File: src/rtl/sclk_pkg.sv
package sclk_pkg;
  // Division law chosen by the mode bit
  typedef enum logic {
    DIV_POW2 = 1'b0,
    DIV_LIN  = 1'b1
  } div_mode_e;
endpackage

File: src/rtl/sclk_half_calc.sv
// Converts (mode, G) into half-period minus one, in bus cycles.
module sclk_half_calc
  import sclk_pkg::*;
#(
  parameter int EXP_W = 4,
  parameter int LIN_W = 8,
  parameter int CNT_W = 15
) (
  input  div_mode_e          mode,
  input  logic [LIN_W-1:0]   div,
  output logic [CNT_W-1:0]   half_m1
);
  logic [CNT_W-1:0] pow_m1;
  logic [CNT_W-1:0] lin_m1;

  // power-of-two law: half period = 2^G, so half-1 = 2^G - 1 (wraps correctly at the top)
  assign pow_m1 = (CNT_W'(1) << div[EXP_W-1:0]) - CNT_W'(1);

  // linear law: half period = G+1, so half-1 = G
  generate
    if (CNT_W > LIN_W) begin : g_lin_pad
      assign lin_m1 = {{(CNT_W-LIN_W){1'b0}}, div};
    end else begin : g_lin_direct
      assign lin_m1 = div[CNT_W-1:0];
    end
  endgenerate

  assign half_m1 = (mode == DIV_LIN) ? lin_m1 : pow_m1;
endmodule

File: src/rtl/sclk_frame_ctl.sv
// Tracks frame activity and captures the timing settings at frame start.
module sclk_frame_ctl #(
  parameter int CNT_W = 15
) (
  input  logic             clk,
  input  logic             rst,
  input  logic             go,
  input  logic             cpol,
  input  logic [CNT_W-1:0] half_live,
  output logic             active,
  output logic             start,
  output logic [CNT_W-1:0] hp_m1,
  output logic             pol_q
);
  assign start = go && !active;

  always_ff @(posedge clk) begin
    if (rst) begin
      active <= 1'b0;
      hp_m1  <= '0;
      pol_q  <= 1'b0;
    end else begin
      active <= go;
      if (start) begin
        hp_m1 <= half_live;
        pol_q <= cpol;
      end
    end
  end

  // captured settings do not move while a frame keeps running
  a_r7_shadow_hold: assert property (@(posedge clk) disable iff (rst)
    (active && $past(active)) |-> $stable(hp_m1));
  // captured polarity is frozen during the frame
  a_r6_pol_hold: assert property (@(posedge clk) disable iff (rst)
    (active && $past(active)) |-> $stable(pol_q));
endmodule

File: src/rtl/sclk_edge_gen.sv
// Half-period counter, clock toggle and edge pulses, all registered.
module sclk_edge_gen #(
  parameter int CNT_W = 15
) (
  input  logic             clk,
  input  logic             rst,
  input  logic             go,
  input  logic             start,
  input  logic             cpol,
  input  logic             pol_q,
  input  logic [CNT_W-1:0] hp_m1,
  input  logic [CNT_W-1:0] load_m1,
  output logic             sclk,
  output logic             lead,
  output logic             trail
);
  logic [CNT_W-1:0] cnt;

  always_ff @(posedge clk) begin
    if (rst) begin
      cnt   <= '0;
      sclk  <= cpol;
      lead  <= 1'b0;
      trail <= 1'b0;
    end else if (!go) begin
      cnt   <= '0;
      sclk  <= cpol;
      lead  <= 1'b0;
      trail <= 1'b0;
    end else if (start) begin
      cnt   <= load_m1;
      sclk  <= cpol;
      lead  <= 1'b0;
      trail <= 1'b0;
    end else if (cnt == '0) begin
      cnt   <= hp_m1;
      sclk  <= ~sclk;
      lead  <= (sclk == pol_q);
      trail <= (sclk != pol_q);
    end else begin
      cnt   <= cnt - CNT_W'(1);
      lead  <= 1'b0;
      trail <= 1'b0;
    end
  end

  // without a frame the clock rests at cpol and no pulse appears
  a_r5_idle: assert property (@(posedge clk) disable iff (rst)
    !go |=> (sclk == $past(cpol)) && !lead && !trail);
  // the leading pulse coincides with the non-idle level
  a_r4_lead_level: assert property (@(posedge clk) disable iff (rst)
    lead |-> (sclk != pol_q));
  // the trailing pulse coincides with the idle level
  a_r4_trail_level: assert property (@(posedge clk) disable iff (rst)
    trail |-> (sclk == pol_q));
  // a pulse marks a real change of sclk
  a_r4_pulse_on_change: assert property (@(posedge clk) disable iff (rst)
    (lead || trail) |-> (sclk != $past(sclk)));
  // two leading pulses never follow back to back
  a_r4_alternate: assert property (@(posedge clk) disable iff (rst)
    lead |=> !lead);
endmodule

File: src/rtl/spi_sclk_gen.sv
module spi_sclk_gen
  import sclk_pkg::*;
#(
  parameter int EXP_W = 4,
  parameter int LIN_W = 8
) (
  input  logic             clk,
  input  logic             rst,
  input  logic             en,
  input  logic             run,
  input  logic             clk_mode,
  input  logic             cpol,
  input  logic [LIN_W-1:0] div_val,
  output logic             sclk,
  output logic             lead_pulse,
  output logic             trail_pulse
);
  localparam int POW_W = (1 << EXP_W) - 1;
  localparam int CNT_W = (POW_W > LIN_W) ? POW_W : LIN_W;

  logic             go;
  logic             active;
  logic             start;
  logic             pol_q;
  logic [CNT_W-1:0] half_live;
  logic [CNT_W-1:0] hp_m1;

  assign go = en && run;

  sclk_half_calc #(.EXP_W(EXP_W), .LIN_W(LIN_W), .CNT_W(CNT_W)) u_calc (
    .mode    (div_mode_e'(clk_mode)),
    .div     (div_val),
    .half_m1 (half_live)
  );

  sclk_frame_ctl #(.CNT_W(CNT_W)) u_frame (
    .clk       (clk),
    .rst       (rst),
    .go        (go),
    .cpol      (cpol),
    .half_live (half_live),
    .active    (active),
    .start     (start),
    .hp_m1     (hp_m1),
    .pol_q     (pol_q)
  );

  sclk_edge_gen #(.CNT_W(CNT_W)) u_edge (
    .clk     (clk),
    .rst     (rst),
    .go      (go),
    .start   (start),
    .cpol    (cpol),
    .pol_q   (pol_q),
    .hp_m1   (hp_m1),
    .load_m1 (half_live),
    .sclk    (sclk),
    .lead    (lead_pulse),
    .trail   (trail_pulse)
  );

  // sclk changes only while a frame was requested on the prior edge
  a_r8_toggle_in_frame: assert property (@(posedge clk) disable iff (rst)
    (lead_pulse || trail_pulse) |-> $past(go));
  // both pulses never fire together
  a_r4_exclusive: assert property (@(posedge clk) disable iff (rst)
    !(lead_pulse && trail_pulse));
endmodule

File: config.mk
export PLATFORM = sky130hd
export DESIGN_NAME = spi_sclk_gen
export DESIGN_NICKNAME = d
export VERILOG_FILES = /design/src/rtl/sclk_pkg.sv /design/src/rtl/sclk_half_calc.sv /design/src/rtl/sclk_frame_ctl.sv /design/src/rtl/sclk_edge_gen.sv /design/src/rtl/spi_sclk_gen.sv
export SDC_FILE = /design/constraint.sdc
export NUM_CORES = 1
export LEC_CHECK = 0
export BUFFER_PORTS_ARGS = -buffer_cell sky130_fd_sc_hd__buf_2
export CAP_MARGIN = 10
export CORE_UTILIZATION = 30
export DETAILED_ROUTE_END_ITERATION = 8
export HOLD_SLACK_MARGIN = 0.03
export PLACE_DENSITY = 0.51
export SYNTH_ARGS = -nofsm -noshare
export SYNTH_HDL_FRONTEND = slang
export SYNTH_SLANG_ARGS = --single-unit
export TNS_END_PERCENT = 30
File: constraint.sdc
create_clock -name clk -period 2.4 [get_ports clk]
set_input_delay 0.24 -clock clk [delete_from_list [all_inputs] [get_ports clk]]
set_output_delay 0.24 -clock clk [all_outputs]
set_load 0.03 [all_outputs]
==> implementation parameters <==
Parameter                              Value

Run status
  Run status    finished clean

Cells and area
  Proportion of layout cells with a drive suffix above 1    16.02%
  Footprint of the multi-input gates    0.001110 mm^2
  Filler cells    662
  Total area of sequential cells    710.7 um^2
  Non-filler cells, final    331
  Total number of nets in the final design    272
  Syn-to-layout area delta    13.87%
  Antenna diode instance count    0
  Fin util    36.44%

Worst setup path
  Launch point of the critical path    u_edge.cnt[0]
  R2R Path Start    u_edge.cnt[0]
  Data arrival time of the worst path    2.23 ns
  Critical path capture point type    flip-flop
  Required time at the endpoint of the critical path    2.55 ns
  Critical Path, Cell by Cell    inv_1 -> ha_1 -> nor4b_1 -> nand4_2 -> buf_4 -> mux2i_1 -> o22ai_1
  Startpoint Class    flip-flop
  Number of buffers and inverters on the critical path    2
  Kind of critical path    reg2reg
  Crit path largest cell delay    0.48 ns
  Worst R2R Setup Slack    0.33 ns
  Crit Path Max Fanout    15
  Family of cells with the greatest summed delay on the critical path    simple AND/OR/NAND/NOR gates
  Cell at the slowest stage of the critical path    sky130_fd_sc_hd__nor4b_1

Place
  Worst-case setup slack after placement    0.2809 ns
  RePlAce Congestion    0.7699
  Post-DP HPWL    3.817 mm
  Count of buffers from port buffering    16
  Count of placed standard cells including taps    323

Timing
  Relative max-transition margin    60.34%
  Final critical delay including setup and external delays    2.073 ns
  Final number of max-transition violations    0
  Final critical-path share of the clock period    86.36%
  Setup Skew    0.006754 ns
  Final hold violation count    0
  Slew at the pin closest to its max-slew limit    0.5949 ns
  Setup violations, final    0
  Unrepaired setup endpoints after global routing    no
  Post-route setup slack    0.3274 ns
  Setup TNS    0 ns
  Maximum frequency from static timing analysis    482.5 MHz

Logic synthesis
  Cells taking the most area after synthesis    sky130_fd_sc_hd__dfxtp_1, sky130_fd_sc_hd__o21ai_0, sky130_fd_sc_hd__nand2_1
  Async SR Flop Fraction    0%
  EDFF count, synth    1
  Area share of the largest cell type after synthesis    35.10%
  Synth top cells by count    sky130_fd_sc_hd__dfxtp_1, sky130_fd_sc_hd__nand2_1, sky130_fd_sc_hd__nor2_1, sky130_fd_sc_hd__o21ai_0, sky130_fd_sc_hd__a21oi_1
  Mean instance size in the synthesized netlist    8.149 um^2
  Cell with the most instances after synthesis    sky130_fd_sc_hd__dfxtp_1
  Synth Cell Area    0.001939 mm^2
  Cells after Synth    238
  Synth cell types    47
  Share of synthesized area occupied by flip-flops and latches    36.65%
  Primary flip-flop cell chosen by synthesis mapping    sky130_fd_sc_hd__dfxtp_1
  Synth Warn #    0
  Leading area contributor after synthesis    sky130_fd_sc_hd__dfxtp_1
  Number of register bits inferred by synthesis    35
  Syn nets    255

Drt
  First drt pass iteration count    4
  Via count normalized by instance count    5.426
  Met2 wirelength from detailed routing    2.395 mm
  Uppermost routed layer    met4
  Number of vias after detailed routing    1796
  Met3 Routed Length    150 um
  Met1 wire length    2.707 mm
  Routed wirelength normalized by instance count    16.11 um
  Antenna-violating nets left    0
  DRC violation count after routing    0
  DRT Wirelength    5.334 mm
  Initial drt markers    81

Min path
  Hold Startpoint    cpol
  Hold Path Class    in2reg

Global route
  Number of global-route vias before repair    1625
  First-pass GRT wire length    8.769 mm
  Residual overflow from global routing    0
  GRT Total Usage    17.75%
  Pin count of the biggest net entering global routing    17
  Antenna violations before repair    0

Clock network
  Clock Sink Count    35
  Post-cts gate resize count    0
  Clock slew at reported path FFs    0.08 ns
  Maximum count of clock buffers along a single path    2
  Clock H-tree levels    2
  TritonCTS Buffers    5
  Post-CTS setup buffers    0
  Buffer cell driving the clock tree root    sky130_fd_sc_hd__clkbuf_8
  CTS tree    yes
  Clock Latency Late Sink    0.29 ns
  Hold-fix buffers, CTS    0

Power and ir drop
  Max IR drop VDD    0.2636 mV
  Leakage power figure    0.8553 nW
  Power density normalized to cell area    678.7 mW/mm^2
  Overall power after layout    1.499 mW

Die
  Die outline height    82.40 um
  Std-Cell Core Area    0.006061 mm^2
  Num ports    17
  Die ar.    0.006790 mm^2
  Die boundary width    82.40 um
  Initial Utilization    32.00%
  Site Rows    28

Run
  Number of maximum-capacitance constraint violations    0
## state kept, by name, summed over array words and instances, names as in the netlist
signal,count
u_edge.sclk,1
u_edge.cnt,15
u_edge.trail,1
u_edge.lead,1
u_frame.hp_m1,15
u_frame.active,1
u_frame.pol_q,1
## area by class of cell
class / count / share of cell area (%)
well taps: 75 / 4.249
repair buffers: 25 / 6.686
clock inverters: 3 / 1.983
inverters: 9 / 1.530
flip-flops and latches: 35 / 32.18
clock buffers: 5 / 3.116
multi-input cells: 179 / 50.25
## final timing paths
kind | cells past startpoint | endpoint
worst max-delay path | 7 | u_edge.cnt[2]
worst min-delay path | 3 | u_frame.pol_q
worst min register to register | 2 | u_frame.hp_m1[6]
worst max register to register | 7 | u_edge.cnt[2]
## through the flow
stage                     hold WS (ns)  cell area (um^2)
after floorplan                 0.3760              1939
after detailed placement        0.4435              2096
final                           0.1929              2208
after global placement          0.4388              2096
after CTS                       0.1858              2208
after global routing            0.2221              2208
## tightest hold or removal path: cells and delay by family
kind,cells,cell delay [ns]
simple gates,1,0.05
compound gates,1,0.05
buf+inv,1,0.11
## per-layer routing
layer / GRT usage (%) / vias up
li1: - / 921
met1: 25.07 / 835
met2: 27.19 / 31
met3: 2.418 / 9
met4: 6.667 / 0
met5: 0 / -
## cell families after synthesis
family                   Yosys count  share of synthesized area [%]
adder cells (fa/ha/maj)            3                          1.936
buffers and inverters             24                          6.129
AND/OR/NAND/NOR                   89                          25.03
XOR/XNOR                           5                          2.258
multiplexers                       8                          4.129
AO/OA/AOI/OAI                     74                          23.87
flip-flops                        35                          36.65
## where the power goes
group | leakage [nW] | internal (mW) | total [mW] | switching [mW]
clock | 0.0581 | 0.309 | 0.540 | 0.231
sequential | 0.287 | 0.608 | 0.628 | 0.0199
combinational | 0.510 | 0.136 | 0.331 | 0.195
## cells in the final DEF, fill, tap and decap left out, types with 2 or more instances in the layout
master | synthesis | routed
sky130_fd_sc_hd__buf_4 | 0 | 9
sky130_fd_sc_hd__or4_1 | 5 | 5
sky130_fd_sc_hd__ha_1 | 3 | 3
sky130_fd_sc_hd__a21o_1 | 2 | 2
sky130_fd_sc_hd__o311ai_0 | 3 | 3
sky130_fd_sc_hd__a31o_2 | 2 | 2
sky130_fd_sc_hd__mux2i_1 | 8 | 8
sky130_fd_sc_hd__o21ai_0 | 19 | 19
sky130_fd_sc_hd__nand3_1 | 4 | 4
sky130_fd_sc_hd__a31oi_1 | 4 | 4
sky130_fd_sc_hd__dfxtp_1 | 34 | 34
sky130_fd_sc_hd__a211oi_1 | 5 | 5
sky130_fd_sc_hd__o22ai_1 | 11 | 11
sky130_fd_sc_hd__nor4b_1 | 2 | 2
sky130_fd_sc_hd__nor3b_1 | 2 | 2
sky130_fd_sc_hd__o211ai_1 | 3 | 3
sky130_fd_sc_hd__or4b_2 | 2 | 2
sky130_fd_sc_hd__nor2_1 | 19 | 19
sky130_fd_sc_hd__inv_1 | 9 | 9
sky130_fd_sc_hd__nor3_1 | 5 | 5
sky130_fd_sc_hd__clkbuf_8 | 2 | 5
sky130_fd_sc_hd__nand3b_1 | 6 | 6
sky130_fd_sc_hd__o31ai_1 | 4 | 4
sky130_fd_sc_hd__or3_1 | 3 | 3
sky130_fd_sc_hd__nand2_1 | 24 | 24
sky130_fd_sc_hd__a21oi_1 | 15 | 15
sky130_fd_sc_hd__buf_2 | 1 | 16
sky130_fd_sc_hd__and3_1 | 5 | 5
sky130_fd_sc_hd__xor2_1 | 4 | 4
sky130_fd_sc_hd__nor4_1 | 4 | 4
No activity file was read; power rests on OpenSTA's default activity.
